File: src/rtl/cfgport_pkg.sv
package cfgport_pkg;
  localparam int unsigned BUS_W  = 32;
  localparam int unsigned BYTE_W = 8;

  // control word bit positions, LSB-indexed
  localparam int unsigned CTL_MODE     = 27;
  localparam int unsigned CTL_PROG     = 26;
  localparam int unsigned CTL_INIT     = 25;
  localparam int unsigned CTL_DONE     = 24;
  localparam int unsigned CTL_RCNT_LSB = 16;
  localparam int unsigned CTL_WSPC_LSB = 8;
  localparam int unsigned CTL_IRQ      = 0;
  localparam int unsigned DATA_LSB     = 24;

  localparam logic [BYTE_W-1:0] WSPC_RESET = 8'd129;

  typedef enum logic [1:0] {
    XF_IDLE,
    XF_SETUP,
    XF_HIGH,
    XF_DONE
  } xfer_state_e;
endpackage

File: src/rtl/cfgport_sync.sv
module cfgport_sync #(
  parameter int unsigned STAGES  = 2,
  parameter logic        RST_VAL = 1'b0
) (
  input  logic clk,
  input  logic rst_n,
  input  logic d,
  output logic q
);
  generate
    if (STAGES <= 1) begin : g_single
      logic s_q;
      always_ff @(posedge clk or negedge rst_n) begin
        if (!rst_n) s_q <= RST_VAL;
        else        s_q <= d;
      end
      assign q = s_q;
    end else begin : g_chain
      logic [STAGES-1:0] sh_q;
      logic [STAGES-1:0] sh_d;
      assign sh_d = {sh_q[STAGES-2:0], d};
      always_ff @(posedge clk or negedge rst_n) begin
        if (!rst_n) sh_q <= {STAGES{RST_VAL}};
        else        sh_q <= sh_d;
      end
      assign q = sh_q[STAGES-1];
    end
  endgenerate
endmodule

File: src/rtl/cfgport_xfer.sv
module cfgport_xfer
  import cfgport_pkg::*;
#(
  parameter int unsigned HALF_CYC = 2
) (
  input  logic              clk,
  input  logic              rst_n,
  input  logic              start,
  input  logic              is_write,
  input  logic [BYTE_W-1:0] wbyte,
  input  logic [BYTE_W-1:0] din,
  output logic              idle,
  output logic              done,
  output logic [BYTE_W-1:0] rbyte,
  output logic              cclk,
  output logic              cs_b,
  output logic              rdwr_b,
  output logic [BYTE_W-1:0] dout,
  output logic              oe
);
  localparam int unsigned      CNT_W    = $clog2(HALF_CYC) + 1;
  localparam logic [CNT_W-1:0] CNT_LAST = CNT_W'(HALF_CYC - 1);

  xfer_state_e       state_q, state_d;
  logic [CNT_W-1:0]  cnt_q, cnt_d;
  logic              wr_q, wr_d;
  logic [BYTE_W-1:0] byte_q, byte_d;
  logic              byte_en;
  logic              busy;

  always_comb begin
    state_d = state_q;
    cnt_d   = cnt_q;
    wr_d    = wr_q;
    byte_en = 1'b0;
    byte_d  = din;
    case (state_q)
      XF_IDLE: begin
        if (start) begin
          state_d = XF_SETUP;
          cnt_d   = '0;
          wr_d    = is_write;
          byte_en = 1'b1;
          byte_d  = wbyte;
        end
      end
      XF_SETUP: begin
        if (cnt_q == CNT_LAST) begin
          state_d = XF_HIGH;
          cnt_d   = '0;
          byte_en = !wr_q;          // sample read byte on the rising edge
        end else begin
          cnt_d = cnt_q + 1'b1;
        end
      end
      XF_HIGH: begin
        if (cnt_q == CNT_LAST) state_d = XF_DONE;
        else                   cnt_d   = cnt_q + 1'b1;
      end
      default: state_d = XF_IDLE;
    endcase
  end

  always_ff @(posedge clk or negedge rst_n) begin
    if (!rst_n) begin
      state_q <= XF_IDLE;
      cnt_q   <= '0;
      wr_q    <= 1'b0;
      byte_q  <= '0;
    end else begin
      state_q <= state_d;
      cnt_q   <= cnt_d;
      wr_q    <= wr_d;
      if (byte_en) byte_q <= byte_d;
    end
  end

  assign busy   = (state_q == XF_SETUP) || (state_q == XF_HIGH);
  assign idle   = (state_q == XF_IDLE);
  assign done   = (state_q == XF_DONE);
  assign cclk   = (state_q == XF_HIGH);
  assign cs_b   = !busy;
  assign rdwr_b = !(busy && wr_q);
  assign oe     = busy && wr_q;
  assign dout   = byte_q;
  assign rbyte  = byte_q;

  // chip select was already low in the cycle before each port-clock rise
  a_r5_select_before_edge: assert property (@(posedge clk) disable iff (!rst_n)
    $rose(cclk) |-> $past(!cs_b));

  // the driven byte does not change while the pins stay driven
  a_r5_data_stable: assert property (@(posedge clk) disable iff (!rst_n)
    (oe && $past(oe)) |-> $stable(dout));
endmodule

File: src/rtl/cfgport_irq.sv
module cfgport_irq (
  input  logic clk,
  input  logic rst_n,
  input  logic fifo_mode,
  input  logic init_sync,
  input  logic clr,
  output logic irq
);
  logic prev_q;
  logic irq_q, irq_d;
  logic fall;

  assign fall  = prev_q && !init_sync;
  assign irq_d = (fifo_mode && fall) || (irq_q && !clr);

  always_ff @(posedge clk or negedge rst_n) begin
    if (!rst_n) begin
      prev_q <= 1'b1;
      irq_q  <= 1'b0;
    end else begin
      prev_q <= init_sync;
      irq_q  <= irq_d;
    end
  end

  assign irq = irq_q;

  // the interrupt only rises out of a FIFO-mode cycle
  a_r9_fifo_only: assert property (@(posedge clk) disable iff (!rst_n)
    $rose(irq_q) |-> $past(fifo_mode));

  // without a clear the interrupt is held
  a_r10_sticky: assert property (@(posedge clk) disable iff (!rst_n)
    (irq_q && !clr) |=> irq_q);
endmodule

File: src/rtl/cfgport_chan.sv
module cfgport_chan
  import cfgport_pkg::*;
#(
  parameter int unsigned HALF_CYC    = 2,
  parameter int unsigned SYNC_STAGES = 2
) (
  input  logic              clk,
  input  logic              rst_n,
  input  logic              req_valid,
  input  logic              req_write,
  input  logic              req_reg,
  input  logic [BUS_W-1:0]  req_wdata,
  output logic              req_ready,
  output logic [BUS_W-1:0]  rsp_rdata,
  output logic              dev_cclk,
  output logic [BYTE_W-1:0] dev_d_o,
  output logic              dev_d_oe,
  input  logic [BYTE_W-1:0] dev_d_i,
  output logic              dev_rdwr_b,
  output logic              dev_cs_b,
  output logic              dev_prog_b,
  input  logic              dev_init_b,
  input  logic              dev_done,
  input  logic [BYTE_W-1:0] fifo_rd_count,
  input  logic [BYTE_W-1:0] fifo_wr_space,
  output logic              irq
);
  logic              mode_q, mode_d;
  logic              prog_q, prog_d;
  logic [BYTE_W-1:0] rcnt_q, wspc_q;
  logic              init_s, done_s;
  logic              ctl_wr, irq_clr;
  logic              rd_skip, xf_start, xf_idle, xf_done;
  logic [BYTE_W-1:0] xf_rbyte;
  logic [BUS_W-1:0]  ctl_word;
  logic              unused_wdata;

  assign unused_wdata = ^req_wdata[DATA_LSB-1:CTL_IRQ+1];

  cfgport_sync #(.STAGES(SYNC_STAGES), .RST_VAL(1'b1)) u_sync_init (
    .clk(clk), .rst_n(rst_n), .d(dev_init_b), .q(init_s));
  cfgport_sync #(.STAGES(SYNC_STAGES), .RST_VAL(1'b0)) u_sync_done (
    .clk(clk), .rst_n(rst_n), .d(dev_done), .q(done_s));

  // data reads that never touch the port
  assign rd_skip  = !req_write && (!mode_q || (rcnt_q == '0));
  assign xf_start = req_valid && !req_reg && !rd_skip && xf_idle;

  assign req_ready = req_valid && (req_reg || (xf_idle && rd_skip && !req_reg) || xf_done);
  assign ctl_wr    = req_valid && req_ready && req_reg && req_write;
  assign irq_clr   = ctl_wr && !req_wdata[CTL_IRQ];

  always_comb begin
    mode_d = mode_q;
    prog_d = prog_q;
    if (ctl_wr) begin
      mode_d = req_wdata[CTL_MODE];
      prog_d = req_wdata[CTL_PROG];
    end
  end

  always_ff @(posedge clk or negedge rst_n) begin
    if (!rst_n) begin
      mode_q <= 1'b0;
      prog_q <= 1'b1;
      rcnt_q <= '0;
      wspc_q <= WSPC_RESET;
    end else begin
      mode_q <= mode_d;
      prog_q <= prog_d;
      rcnt_q <= fifo_rd_count;
      wspc_q <= fifo_wr_space;
    end
  end

  cfgport_xfer #(.HALF_CYC(HALF_CYC)) u_xfer (
    .clk(clk), .rst_n(rst_n), .start(xf_start), .is_write(req_write),
    .wbyte(req_wdata[DATA_LSB +: BYTE_W]), .din(dev_d_i),
    .idle(xf_idle), .done(xf_done), .rbyte(xf_rbyte),
    .cclk(dev_cclk), .cs_b(dev_cs_b), .rdwr_b(dev_rdwr_b),
    .dout(dev_d_o), .oe(dev_d_oe));

  cfgport_irq u_irq (
    .clk(clk), .rst_n(rst_n), .fifo_mode(mode_q), .init_sync(init_s),
    .clr(irq_clr), .irq(irq));

  always_comb begin
    ctl_word                            = '0;
    ctl_word[CTL_MODE]                  = mode_q;
    ctl_word[CTL_PROG]                  = prog_q;
    ctl_word[CTL_INIT]                  = init_s;
    ctl_word[CTL_DONE]                  = done_s;
    ctl_word[CTL_RCNT_LSB +: BYTE_W]    = rcnt_q;
    ctl_word[CTL_WSPC_LSB +: BYTE_W]    = wspc_q;
    ctl_word[CTL_IRQ]                   = irq;
  end

  always_comb begin
    rsp_rdata = '0;
    if (req_reg)
      rsp_rdata = ctl_word;
    else if (xf_done && !req_write)
      rsp_rdata[DATA_LSB +: BYTE_W] = xf_rbyte;
  end

  assign dev_prog_b = prog_q;

  // the program pin takes the written bit one clock after a control write
  a_r4_prog_follows: assert property (@(posedge clk) disable iff (!rst_n)
    ctl_wr |=> (dev_prog_b == $past(req_wdata[CTL_PROG])));

  // a data read in configure mode leaves chip select released
  a_r8_cfg_read_idle: assert property (@(posedge clk) disable iff (!rst_n)
    (req_valid && !req_reg && !req_write && !mode_q) |=> dev_cs_b);
endmodule

File: config.mk
export PLATFORM = sky130hd
export DESIGN_NAME = cfgport_chan
export DESIGN_NICKNAME = d
export VERILOG_FILES = /design/src/rtl/cfgport_pkg.sv /design/src/rtl/cfgport_sync.sv /design/src/rtl/cfgport_xfer.sv /design/src/rtl/cfgport_irq.sv /design/src/rtl/cfgport_chan.sv
export SDC_FILE = /design/constraint.sdc
export NUM_CORES = 1
export LEC_CHECK = 0
export ABC_AREA = 1
export BUFFER_PORTS_ARGS = -buffer_cell sky130_fd_sc_hd__buf_2
export CORE_MARGIN = 1.5
export CORE_UTILIZATION = 48
export CTS_BUF_LIST = sky130_fd_sc_hd__clkbuf_8
export CTS_CLUSTER_SIZE = 8
export DETAILED_ROUTE_END_ITERATION = 8
export PLACE_DENSITY = 0.88
export SLEW_MARGIN = 20
export SYNTH_ARGS = -nofsm -noshare
export SYNTH_HDL_FRONTEND = slang
export SYNTH_SLANG_ARGS = --single-unit
File: constraint.sdc
create_clock -name clk -period 3.15 [get_ports clk]
set_input_delay 0.1575 -clock clk [delete_from_list [all_inputs] [get_ports clk]]
set_output_delay 0.1575 -clock clk [all_outputs]
set_load 0.1 [all_outputs]
== Yosys cells after proc, flatten, opt, wreduce, memory -nomap -nowiden ==
Index checks and enable logic that the tools add are counted.
Storage, ports and cells
  bits of input ports: 63
  register bits after elaboration: 37
  output and inout port bits: 47
Cells by class
  multiplexer cells: 16
  add/subtract/negate cells: 1
  equal/unequal tests: 8
  reductions and logical operators: 37
Operators by type and width (count)
  $mux 8: 4
  $mux 24: 1
  $logic_and 1x1->1: 16
  $mux 2: 6
  $pmux 2 s3: 2
  $logic_not 1->1: 10
  $logic_not 8->1: 1
  $ne 2x1->1 const B: 3
  $reduce_and 3->1: 2
  $logic_or 1x1->1: 5
  $eq 2x1->1 const B: 2
  $eq 2x2->1 const B: 2
  $reduce_bool 3->1: 1
  $add 2x1->2 const B: 1
  $logic_not 2->1: 1
  $mux 1: 2
  $ne 2x2->1 const B: 1
  $pmux 1 s2: 1
  $reduce_and 2->1: 1

== Logic depth before layout (Yosys ltp) ==
Gate-level depths: netlist (run 1).
  depth in word-level cells: 15
  gate-level depth with buffers: 9
  mapped depth without buffers: 9

== Hierarchy ==
Synthesis (run 1) repeated with hierarchy kept, for this count alone.
Second synthesis, totals
  cell total of the unflattened synthesis: 240
  area total of the unflattened synthesis: 1981.9 um^2
By module, submodules not included
  cfgport_xfer: times used 1, area an instance 963.4 um^2, cells an instance 124
  cfgport_chan: times used 1, area an instance 844.6 um^2, cells an instance 105
  cfgport_irq: times used 1, area an instance 71.3 um^2, cells an instance 7
  cfgport_sync at u_sync_init: times used 1, area an instance 52.6 um^2, cells an instance 2
  cfgport_sync at u_sync_done: times used 1, area an instance 50.0 um^2, cells an instance 2

== Worst setup path before layout (run 1) ==
OpenSTA, ideal clock, no wires.
  kind: register to output
  from: reg u_xfer.byte_q[0] (netlist: u_xfer.dout[0])
  to: out rsp_rdata[24]
  required time: 2992 ps
  arrival time: 3143 ps
  path buffers: 0
  cell stages (with the launch flop): 3
  setup slack: -150 ps
  path through: dfrtp_1 > inv_1 > o21ai_0
Between the ends
  longest elaborated chain between the ends: 2
RTL lines
  start, declared: line cfgport_xfer.sv:27  | logic [BYTE_W-1:0] byte_q, byte_d;
  start signal, assigned: line cfgport_xfer.sv:74  | if (byte_en) byte_q <= byte_d;
  $mux 8: line cfgport_chan.sv:102  | else if (xf_done && !req_write)
  $mux 8: line cfgport_chan.sv:100  | if (req_reg)
  end, declared: line cfgport_chan.sv:14  | output logic [BUS_W-1:0] rsp_rdata,
No other way between the ends.

== Final worst setup path (run 1) ==
  from: reg u_xfer.state_q[1]
  to: out rsp_rdata[27]
Between the ends
  longest elaborated chain between the ends: 4
RTL lines
  start, declared: line cfgport_xfer.sv:24  | xfer_state_e state_q, state_d;
  start signal, assigned: line cfgport_xfer.sv:71  | state_q <= state_d;
  $eq 2x2->1: line cfgport_xfer.sv:80  | assign done = (state_q == XF_DONE);
  $logic_and 1x1->1: line cfgport_chan.sv:102
  $mux 8: line cfgport_chan.sv:102
  $mux 8: line cfgport_chan.sv:100
No other way between the ends.

==> summary by stage, run 1 <==
Outcome
The flow ran to the end, and the final reports show no timing, DRC or antenna violations.

STA
The worst pin sits at a relative slew slack of 48.0%. The final number of hold-violating endpoints came to 0. The post-route clock period utilization is 67.2%. For the final database, setup skew stands at 4.39 ps. Setup violations remaining at the end of the flow were counted as 0. Setup repair after global routing left no endpoint under its margin. The max-slew violation count came to 0. The slew of the pin with the lowest slew margin is 780 ps. The maximum clock frequency is 473 MHz. The smallest clock period supported by the final layout is computed as 2120 ps.

The final sum of negative setup slack is 0 ps.

Die
The floorplan step defined a core boundary enclosing 0.00366 mm^2. The die extent in x is 64.7 um. In this run the count of I/O pins placed on the die edge is 110.

The area enclosed by the die boundary is 0.00419 mm^2. The effective utilization at floorplan is 49.9%. Row generation in the floorplan step produced 22 rows. In this run the vertical extent of the chip is 64.7 um.

Pwr
The static leakage is 1.51 nW. For this design the ratio of total power to cell area is 950 mW/mm^2. The total power is 2.37 mW. VDD sags by at most 550 uV.

Setup path
For the worst setup path, the data required time is 2990 ps. The worst register-to-register path has a setup slack of 1340 ps. The number of cells on the worst reg-to-reg path is 8. The master of the slowest instance on the critical path is buf_2. The signal on the critical path passes through ha_1 -> nand3_1 -> o22ai_1 -> buf_2. Of all nets on the critical path, the largest fanout is 8. The worst register-to-register path ends at u_xfer.dout[6]. The sort of element at the start of the critical path is a flop. The launch instance of the worst register-to-register path is u_xfer.state_q[1].

The signal arrival time at the worst endpoint is 1960 ps. In this design, the stage delay of the slowest critical-path cell is 460 ps. The critical path in this run is classified as reg2out.

The type of destination of the critical path is a primary output.

CTS
The clock reaches the later pin of the worst-skew pair after 280 ps. TritonCTS built the clock tree. The post-CTS clock slew at the launch and capture registers of the worst setup and hold paths is 70 ps. The tree is rooted in a clkbuf_8.

The H-tree generated during clock tree synthesis spans 2 levels. No sink is reached through more buffers than the 2 on the longest clock path. The TritonCTS sink count is 37. The number of clock buffers added by TritonCTS is 5. The buffers inserted during post-CTS setup optimization is 0.

Yosys
The yosys synthesis warning count is 0. The number of distinct library cell variants in the gate-level netlist after synthesis is 29. The multiplexer area fraction after synthesis is 0.616%. The average footprint of a synthesized cell is 8.27 um^2.

The synthesized-area fraction occupied by and/or/nand/nor cells is 23.3%. Counting every instance in the synthesized netlist gives 221. The combined area of all synthesized cells is 0.00183 mm^2. In this run, synthesis produced a sequential element count of 37.

Summing the areas of all xor and xnor instances in the mapped netlist gives 0% of the synthesized area. Summing the areas of all compound-gate instances in the mapped netlist gives 5.41% of the synthesized area. The area share of fa/ha/maj cells after synthesis is 4.11%. After synthesis, the largest family of logic cells by area is simple AND/OR/NAND/NOR gates. The sequential area share after synthesis is 51.1%.

GRT
The number of antenna violations at the first check in global routing was 0. The number of global-route vias before repair was 1525. Entering global routing, the biggest net connects 38 pins. The first global-routing pass estimated 6.22 mm of wire. Across every metal layer, demand over resource in global routing totals 19.4%. Global routing finished with a remaining overflow of 0.

Hold path
The worst hold path terminates at u_xfer.dout[6]. The min-delay analysis places its worst path in the category in2reg. The startpoint of the lowest-slack hold path is req_wdata[30].

The hold-critical path depth is 3.

Placed design
In this run, placement finished with an instance count of 342. Once detailed placement completed, the half-perimeter wirelength came to 2.73 mm. The congestion estimate from routability-driven global placement came to 0.796. The number of port buffers is 79.

Routing
The first TritonRoute pass finished after 4 iterations. The number of design-rule violations left by the first detailed-router iteration is 105. The routed wire length is 3.77 mm. The via count of the routed design is 1671. Once detail routing completed, the nets flagged for antenna violations numbered 0. Dividing the detail-routed wire length by the instance count gives 10.2 um. The per-cell via count in the routed design is 4.53. The post-route DRC violation count is 0.

Finish
Cells fill 68.0% of the core in the end. The fraction of final layout cells with drive strength greater than 1 is 30.8%. The area growth from synthesis to final layout is 36.3%. The number of fillers in the final layout is 321. Leaving out fill and tap cells, the most frequent cell in the layout is buf_2. 0 antenna diodes ended up in the layout. Leaving out fill and tap cells, the most frequent cells in the layout are 79 x buf_2, 52 x inv_1, 50 x nand2_1, 31 x dfrtp_1, 19 x dlygate4sd3_1. The finished layout holds 369 standard cells, fillers aside. After the last flow step, the layout net total stands at 389.

Flow run
The number of maximum-capacitance violations is 0.
==> logic make-up (layout without fill, tap and decap cells) <==
kind of cell               count (synthesis)  count (layout)
other                                      1               7
DFF                                       37              37
buffers and inverters                     63             157
muxes                                      1               1
AOI/OAI and AO/OA                         18              18
and+or+nand+nor                           95              95
adders and majority gates                  6               6
==> stage by stage <==
stage	area (um^2)	hold WS, ps	setup slack, ps
6_report	2490	104	1030
5_1_grt	2490	125	916
4_1_cts	2490	97.9	1020
3_5_place_dp	2220	264	1340
3_3_place_gp	2220	263	1380
2_1_floorplan	1850	-138	467
==> Yosys cell counts, drive strengths merged <==
master | count | area (um^2)
buf | 9 | 72.6
a21oi | 3 | 15.0
a31oi | 1 | 6.26
nand3b | 1 | 7.51
dfrtp | 31 | 776
nor2 | 18 | 70.1
nand3 | 18 | 108
ha | 6 | 75.1
nand4 | 5 | 31.3
nor3 | 1 | 5.00
mux2 | 1 | 11.3
o21ai | 12 | 63.8
clkbuf | 3 | 15.0
nand2 | 52 | 205
o21bai | 1 | 7.51
conb | 1 | 3.75
dfstp | 6 | 158
o22ai | 1 | 6.26
inv | 51 | 191
==> critical path: cells and delay by family (launching register included) <==
kind                       cells  cell delay [ps]
and+or+nand+nor                1              310
DFF                            1              410
buffers and inverters          1              460
adders and majority gates      1              250
AOI/OAI and AO/OA              1              250
==> worst max-delay path by stage <==
stage               cells past startpoint               from             to
floorplan                               2     u_xfer.dout[3]  rsp_rdata[27]
global placement                        4  u_xfer.state_q[0]  rsp_rdata[27]
detailed placement                      4  u_xfer.state_q[1]  rsp_rdata[27]
CTS                                     4  u_xfer.state_q[1]  rsp_rdata[27]
global route                            4  u_xfer.state_q[0]  rsp_rdata[27]
finish                                  4  u_xfer.state_q[1]  rsp_rdata[27]
==> routing by layer <==
| metal | vias up | routed length (um) | track usage (%) |
|---|---|---|---|
| met5 | - | 0 | 0 |
| met4 | 0 | 57 | 9.57 |
| met3 | 6 | 228 | 4.69 |
| met2 | 62 | 1930 | 34.4 |
| met1 | 752 | 1550 | 21.5 |
| li1 | 851 | - | - |
==> layout make-up <==
cell class                 instances  area, um^2  share of cell area (%)
sequential                        37         933                    37.5
tap                               48        60.1                    2.41
inverter                          51         191                    7.68
timing repair buffer              98         586                    23.5
multi-input combinational        127         638                    25.6
clock buffer                       5        68.8                    2.76
clock inverter                     3        13.8                   0.552
==> report_power, final <==
| part | leakage [nW] | switching [mW] | internal, mW |
|---|---|---|---|
| Sequential | 0.429 | 0.0686 | 0.576 |
| Clock | 0.0491 | 0.152 | 0.150 |
| Combinational | 1.03 | 1.17 | 0.254 |
==> state kept, by name, summed over array words and instances, names as in the netlist, 2 cells and up <==
| signal | cells |
|---|---|
| u_xfer.dout | 8 |
| rcnt_q | 8 |
| u_sync_init.g_chain.sh_q | 2 |
| u_xfer.state_q | 2 |
| wspc_q | 8 |
| u_sync_done.g_chain.sh_q | 2 |
| u_xfer.cnt_q | 2 |
==> repair_timing <==
action	in CTS	in global routing
hold buffers	19	0
resized for setup	0	0
hold endpoints to repair	49	0
endpoints found under the setup margin	0	0
Note: power is estimated with default switching activity, not from simulation.
==> inputs of run 2 (changes only) <==
- ABC_AREA: 1 -> 0
- CORE_UTILIZATION: 48 -> 39
- PLACE_DENSITY: 0.88 -> 0.78
- clock period: 3.15 -> 1.7 ns (I/O delays scaled with it)
==> summary by stage, run 2 <==
Die
The number of ports placed on the die boundary is 110 (unchanged). The height of the die is 69.3 um (was 64.7 um). The area inside the core boundary is 0.00412 mm^2 (was 0.00366 mm^2). The die extent in x is 69.3 um (was 64.7 um). The number of placement rows is 23 (was 22). The effective utilization at floorplan came to 41.7% (was 49.9%).

The area enclosed by the die boundary is 0.00481 mm^2 (was 0.00419 mm^2).

Finish
The net count of the finished layout is 320 (was 389). The fraction of final layout cells with drive strength greater than 1 is 57.9% (was 30.8%). The final non-filler cell area was 0.00284 mm^2 (was 0.00249 mm^2). The area taken by flip-flops and latches is 933 um^2 (unchanged). The share of the core filled with cells is 69.0% (was 68.0%).

The multi-input gate area in the final layout is 827 um^2 (was 638 um^2). The number of fillers in the final layout came to 299 (was 321). The most common cell after layout, fill and taps aside was buf_2 (unchanged). The count of inserted antenna diode cells is 0 (unchanged). Commonest non-fill, non-tap cells in the layout: 67 x buf_2, 31 x dfrtp_1, 19 x dlygate4sd3_1, 15 x and2_1, 13 x buf_12 (was 79 x buf_2, 52 x inv_1, 50 x nand2_1, 31 x dfrtp_1, 19 x dlygate4sd3_1). The area growth from synthesis to final layout is 65.5% (was 36.3%).

Routing
The detailed-routed wire length on met2 is 2.19 mm (was 1.93 mm). The routed metal-1 wire length is 1.65 mm (was 1.55 mm). The per-cell via count in the routed design is 4.72 (was 4.53). The via count of the routed design is 1426 (was 1671).

The number of design-rule violations left by the first detailed-router iteration is 54 (was 105). The routed wire length is 4.22 mm (was 3.77 mm). The top layer used by detailed routing was met4 (unchanged).

The post-route DRC violation count is 0 (unchanged). The detailed route wirelength on metal3 came to 326 um (was 228 um). The routed wirelength normalized by instance count is 14.0 um (was 10.2 um). The count of TritonRoute iterations in the first routing pass is 5 (was 4). The final antenna-violating net count was 0 (unchanged).

STA
The worst-case setup margin in the final layout came to -167 ps (was 1030 ps). The final number of hold-violating endpoints is 0 (unchanged). The max-slew violation count is 0 (unchanged). Setup repair after global routing missed its margin: true (was false). The slew of the pin with the lowest slew margin came to 815 ps (was 780 ps). The worst clock skew on the final layout is 1.36 ps (was 4.39 ps). The setup violation total in the final timing report is 9 (was 0). The final critical-path required period is 1870 ps.

In the finished design, the share of the clock period the worst path needs comes to 110%. The maximum clock frequency is 535 MHz. The normalized max-slew margin came to 45.7% (was 48.0%).

Hold path
The startpoint of the lowest-slack hold path is req_wdata[0] (was req_wdata[30]). The path category of the worst min-delay check is in2reg (unchanged).

Setup path
The biggest fanout along the worst timing path is 2 (was 8). The worst setup path startpoint is rcnt_q[3] (was u_xfer.state_q[1]). Critical Path, Cell by Cell: nor4_4 -> a21boi_2 -> buf_4 -> nor3b_2 -> o31a_2 -> buf_12 (was ha_1 -> nand3_1 -> o22ai_1 -> buf_2). The type of destination of the critical path is a primary output (unchanged).

The signal arrival time at the worst endpoint came to 1780 ps (was 1960 ps). The largest stage delay on the critical path is 410 ps (was 460 ps). The launch instance of the worst register-to-register path is rcnt_q[3] (was u_xfer.state_q[1]). The sort of element at the start of the critical path is a flop (unchanged). The worst path required time came to 1620 ps (was 2990 ps). The master of the slowest instance on the critical path is dfrtp_1 (was buf_2). The kind of critical path is reg2out (unchanged).

GRT
The global-route wire length before repair is 6.62 mm (was 6.22 mm). The total overflow reported by the global router is 0 (unchanged). The number of global-route vias before repair was 1460 (was 1525).

The number of antenna violations at the first check in global routing is 0 (unchanged). The largest net degree at the start of global routing is 38 (unchanged). The overall global routing resource usage is 17.4% (was 19.4%).

Yosys
The yosys synthesis warning count is 0 (unchanged). The most common cell in the netlist is dfrtp_1 (was inv_1). List of most frequent post-synthesis cells: 31 x dfrtp_1, 20 x and2_1, 19 x mux2_2, 7 x buf_4 (was 51 x inv_1, 50 x nand2_1, 31 x dfrtp_1, 17 x nor2_1, 16 x nand3_1). Synth area leaders: dfrtp_1 45%, mux2_2 12%, dfstp_2 9.2%, and2_1 7.3%, ha_1 4.4% (was dfrtp_1 42%, inv_1 10%, nand2_1 10%, dfstp_2 8.6%, nand3_1 4.4%). The count of flip-flops with a built-in enable after synthesis is 0 (unchanged). The fraction of synthesized cell area taken by the top area cell type was 45.2% (was 42.4%). The flip-flop and latch count after synthesis came to 37 (unchanged). The sequential area share after synthesis is 54.4% (was 51.1%). The largest area contributor in the netlist is dfrtp_1 (unchanged). The combined area of all synthesized cells is 0.00172 mm^2 (was 0.00183 mm^2). The number of distinct library cell variants in the gate-level netlist after synthesis is 29 (unchanged). The average footprint of a synthesized cell is 12.5 um^2 (was 8.27 um^2). The post-synthesis async set-or-reset flop share is 100% (unchanged). The number of cells produced by synthesis is 137 (was 221). The most instantiated flip-flop cell in the synthesis netlist was dfrtp_1 (unchanged).

Pwr
The power per cell area is 1920 mW/mm^2 (was 950 mW/mm^2). The static leakage is 1.39 nW (was 1.51 nW). The maximum VDD drop is 1390 uV (was 550 uV).

Placed design
The instance area at placement is 0.00239 mm^2 (was 0.00222 mm^2). The final weighted congestion in routability-driven placement was 0.821 (was 0.796). The number of port buffers is 79 (unchanged).

The post-DP HPWL is 2.79 mm (was 2.73 mm).

CTS
The TritonCTS sink count was 37 (unchanged). The number of CTS-inserted buffers is 5 (unchanged). The CTS H-tree depth is 2 (unchanged). The TritonCTS clock tree was built (unchanged). The clock network latency to the later pin of the worst-skew pair is 290 ps (was 280 ps). The root buffer cell is clkbuf_8 (unchanged). The maximum buffer depth of the clock tree came to 2 (unchanged). The post-CTS clock slew at the launch and capture registers of the worst setup and hold paths came to 70 ps (about the same).

Outcome
The checks that failed: negative setup slack. Status: finished, violations left (was completed).

Flow run
The number of maximum-capacitance violations came to 0 (unchanged).
run 2: cell count changes in the layout (fill, tap and decap cells not counted), sizes merged, moves of 8 or more:
cell	previous run	this run
and2	0	21
buf	79	92
inv	52	6
mux2	1	19
nand2	52	5
nand3	18	1
nor2	18	1
o21ai	12	4
run 2: critical path: cells and delay by family (launching register included):
kind / cells / cell delay (ps)
AO/OA/AOI/OAI: 2 / 270
AND/OR/NAND/NOR: 2 / 490
flip-flops: 1 / 410
buffers and inverters: 2 / 320
run 2: logic make-up after synthesis:
logic type	synth area share, %
AOI/OAI and AO/OA	7.58
adders and majority gates	4.37
buffers and inverters	5.10
DFF	54.4
muxes	13.6
other	0.218
and+or+nand+nor	14.7
run 2: metrics by stage:
stage	hold WS, ps	setup slack (ps)	std cells	TNS (ps)	power (mW)
2_1_floorplan	-211	-236	143	-518	3.65
3_3_place_gp	190	-4.57	270	-15.4	4.44
3_5_place_dp	192	-60.1	270	-457	4.48
4_1_cts	18.7	-197	299	-1450	5.40
5_1_grt	22.2	-248	302	-1280	5.70
6_report	26.4	-167	302	-331	5.47
run 2: final timing paths:
path	end	slack [ps]	depth (start not counted)
worst max-delay path	req_ready	-170	6
worst min-delay path	u_irq.irq	30	3
worst max register to register	u_xfer.dout[3]	-30	6
worst min register to register	u_sync_done.g_chain.sh_q[1]	350	0
max in group asynchronous	wspc_q[3]	750	2
min in group asynchronous	u_xfer.dout[2]	430	2
run 2: final cells by class:
| type | count | share of cell area (%) |
|---|---|---|
| sequential | 37 | 32.8 |
| timing repair buffer | 111 | 30.8 |
| multi-input combinational | 90 | 29.1 |
| clock buffer | 6 | 2.91 |
| tap | 50 | 2.20 |
| clock inverter | 2 | 1.19 |
| inverter | 6 | 0.925 |
run 2: repair_timing:
| action | in CTS | in global routing |
|---|---|---|
| pin swaps | 4 | 3 |
| endpoints found under the hold margin | 49 | 0 |
| setup endpoints to repair | 17 | 18 |
| gates resized for setup | 12 | 7 |
| cloned | 0 | 0 |
| setup buffers | 2 | 4 |
| hold buffers | 19 | 0 |
run 2: per-layer routing:
metal  vias up  track usage (%)
li1        678                -
met1       687             20.2
met2        56             29.1
met3         5             7.12
met4         0             5.88
met5         -                0
run 2: power breakdown:
part	internal, mW	total [mW]	switching (mW)
Sequential	1.08	1.23	0.152
Combinational	1.10	3.46	2.36
Clock	0.472	0.771	0.300
Total	2.65	5.47	2.82
==> inputs of run 3 (changes only) <==
- REMOVE_ABC_BUFFERS: not set -> 1
==> summary by stage, run 3 (synthesis results as in run 2) <==
Setup path
The number of cells on the worst reg-to-reg path is 6 (unchanged). The signal arrival time at the worst endpoint is 1740 ps (was 1780 ps). The master of the slowest instance on the critical path is dfrtp_1 (unchanged). The count of buffer and inverter cells on the critical path is 1 (was 2). The worst path required time came to 1620 ps (about the same). Critical Path, Cell by Cell: nor4_4 -> a21boi_2 -> nor3b_2 -> o31a_1 -> buf_12 (was nor4_4 -> a21boi_2 -> buf_4 -> nor3b_2 -> o31a_2 -> buf_12). The total stage count of the critical path is 5 (was 6). The sort of element at the start of the critical path is a flop (unchanged). The family with the most delay on the worst path is simple AND/OR/NAND/NOR gates (unchanged).

The type of destination of the critical path was a primary output (unchanged). The kind of critical path is reg2out (unchanged). The largest stage delay on the critical path is 410 ps (about the same). The biggest fanout along the worst timing path is 2 (unchanged).

STA
The setup violation total in the final timing report is 17 (was 9). The final sum of negative setup slack is -1200 ps (was -331 ps). The worst clock skew on the final layout was 2.72 ps (was 1.36 ps). The max-slew violation count came to 0 (unchanged). The final number of hold-violating endpoints is 0 (unchanged). The final critical-path required period is 1820 ps (was 1870 ps). Setup repair after global routing missed its margin: true (unchanged). The worst-case setup margin in the final layout is -121 ps (was -167 ps). The maximum clock frequency was 549 MHz (was 535 MHz).

The post-route clock period utilization is 107% (was 110%).

CTS
The number of CTS-inserted buffers is 5 (unchanged). The CTS H-tree depth is 2 (unchanged). The maximum buffer depth of the clock tree is 2 (unchanged).

The root buffer cell is clkbuf_8 (unchanged). The post-CTS clock slew at the launch and capture registers of the worst setup and hold paths is 70 ps (about the same). The TritonCTS clock tree is built (unchanged). The TritonCTS sink count came to 37 (unchanged). The clock network latency to the later pin of the worst-skew pair is 280 ps (was 290 ps).

Finish
Commonest non-fill, non-tap cells in the layout: 66 x buf_2, 30 x dfrtp_1, 20 x and2_1, 19 x dlygate4sd3_1 (was 67 x buf_2, 31 x dfrtp_1, 19 x dlygate4sd3_1, 15 x and2_1, 13 x buf_12). The area growth from synthesis to final layout is 60.0% (was 65.5%). The net count of the finished layout is 317 (was 320).

The count of inserted antenna diode cells is 0 (unchanged). The fraction of final layout cells with drive strength greater than 1 came to 53.8% (was 57.9%). The most common cell after layout, fill and taps aside is buf_2 (unchanged). The share of the core filled with cells is 66.7% (was 69.0%).

Placed design
The post-DP HPWL was 2.84 mm (was 2.79 mm). The number of port buffers is 79 (unchanged). The final weighted congestion in routability-driven placement is 0.739 (was 0.821).

Pwr
The switching power summed over all nets is 2.80 mW (was 2.82 mW). The total power came to 5.09 mW (was 5.47 mW). The static leakage was 1.36 nW (was 1.39 nW). The switching share of total power is 55.1% (was 51.5%). The part of the total power dissipated in sequential elements came to 24.4% (was 22.6%). The power per cell area is 1850 mW/mm^2 (was 1920 mW/mm^2). The internal power contribution is 2.29 mW (was 2.65 mW). The power share of the combinational group is 64.3% (was 63.3%).

The maximum VDD drop is 1370 uV (was 1390 uV). The fraction of power consumed by the clock network is 11.3% (was 14.1%).

Hold path
The path category of the worst min-delay check was in2reg (unchanged). The hold-critical path depth is 2 (was 3).

Die
The number of placement rows is 23 (unchanged). The area inside the core boundary was 0.00412 mm^2 (unchanged). The effective utilization at floorplan came to 41.7% (unchanged). The number of ports placed on the die boundary is 110 (unchanged).

The height of the die is 69.3 um (unchanged). The die extent in x is 69.3 um (unchanged). The area enclosed by the die boundary is 0.00481 mm^2 (unchanged).

Routing
The routed wirelength normalized by instance count came to 14.5 um (was 14.0 um). The number of design-rule violations left by the first detailed-router iteration is 86 (was 54). The post-route DRC violation count is 0 (unchanged). The final antenna-violating net count came to 0 (unchanged). The routed wire length is 4.34 mm (was 4.22 mm). The count of TritonRoute iterations in the first routing pass is 4 (was 5).

The per-cell via count in the routed design is 4.81 (was 4.72). The via count of the routed design was 1439 (was 1426).

GRT
The number of antenna violations at the first check in global routing was 0 (unchanged). The total overflow reported by the global router is 0 (unchanged). The overall global routing resource usage is 18.3% (was 17.4%). The largest net degree at the start of global routing is 38 (unchanged). The number of global-route vias before repair came to 1482 (was 1460). The global-route wire length before repair was 6.91 mm (was 6.62 mm).

Outcome
Status: finished, violations left (unchanged). Violations in the final reports: negative setup slack (unchanged).

Flow run
The number of maximum-capacitance violations was 0 (unchanged).
## run 3: changes by cell type in the layout (fill, tap and decap cells not counted), sizes merged
cell      delta
bufinv       -1
clkinvlp     -1
buf          -4
inv          +1
clkinv       +2
## run 3: power by group through the flow
stage | Combinational, mW | Sequential (mW) | Clock [mW]
floorplan | 1.60 | 2.00 | 0
global placement | 2.93 | 1.21 | 0
detailed placement | 2.97 | 1.23 | 0
CTS | 3.18 | 1.23 | 0.596
global route | 3.41 | 1.26 | 0.633
finish | 3.27 | 1.24 | 0.576
## run 3: per-layer routing
layer	global-route usage (%)	share of wire (%)
met3	3.92	5.7
met2	31.7	54
met5	0	0
met1	21.8	39
met4	8.06	1.1
## run 3: final timing paths
| kind | from | to | slack [ps] |
|---|---|---|---|
| max in group asynchronous | rst_n | wspc_q[0] | 960 |
| worst max register to register | rcnt_q[0] | u_xfer.dout[6] | -80 |
| worst min-delay path | req_wdata[25] | u_xfer.dout[1] | 30 |
| min in group asynchronous | rst_n | u_xfer.state_q[0] | 380 |
| worst max-delay path | rcnt_q[0] | req_ready | -120 |
| worst min register to register | u_sync_done.g_chain.sh_q[0] | u_sync_done.g_chain.sh_q[1] | 350 |
## run 3: final cells by class
cell class / count / area, um^2
Clock inverter: 3 / 13.8
Tap cell: 50 / 62.6
Clock buffer: 5 / 68.8
Timing Repair Buffer: 108 / 831
Sequential cell: 37 / 935
Fill cell: 319 / 1370
Inverter: 6 / 22.5
Multi-Input combinational cell: 90 / 813
## run 3: stage by stage
stage / setup WS, ps / std cells / area, um^2 / hold slack (ps)
floorplan: -514 / 133 / 1670 / -211
global placement: -46.9 / 268 / 2340 / 157
detailed placement: -68.9 / 268 / 2340 / 157
CTS: -134 / 298 / 2710 / 20.8
global route: -241 / 299 / 2750 / 23.9
finish: -121 / 299 / 2750 / 30.4
## run 3: repair_timing
action                                  CTS  global route
hold buffers                             19             0
pin swaps                                 6             3
endpoints found under the setup margin   19            21
gates resized for setup                  17             9
hold endpoints to repair                 49             0
buffers inserted                          3             1
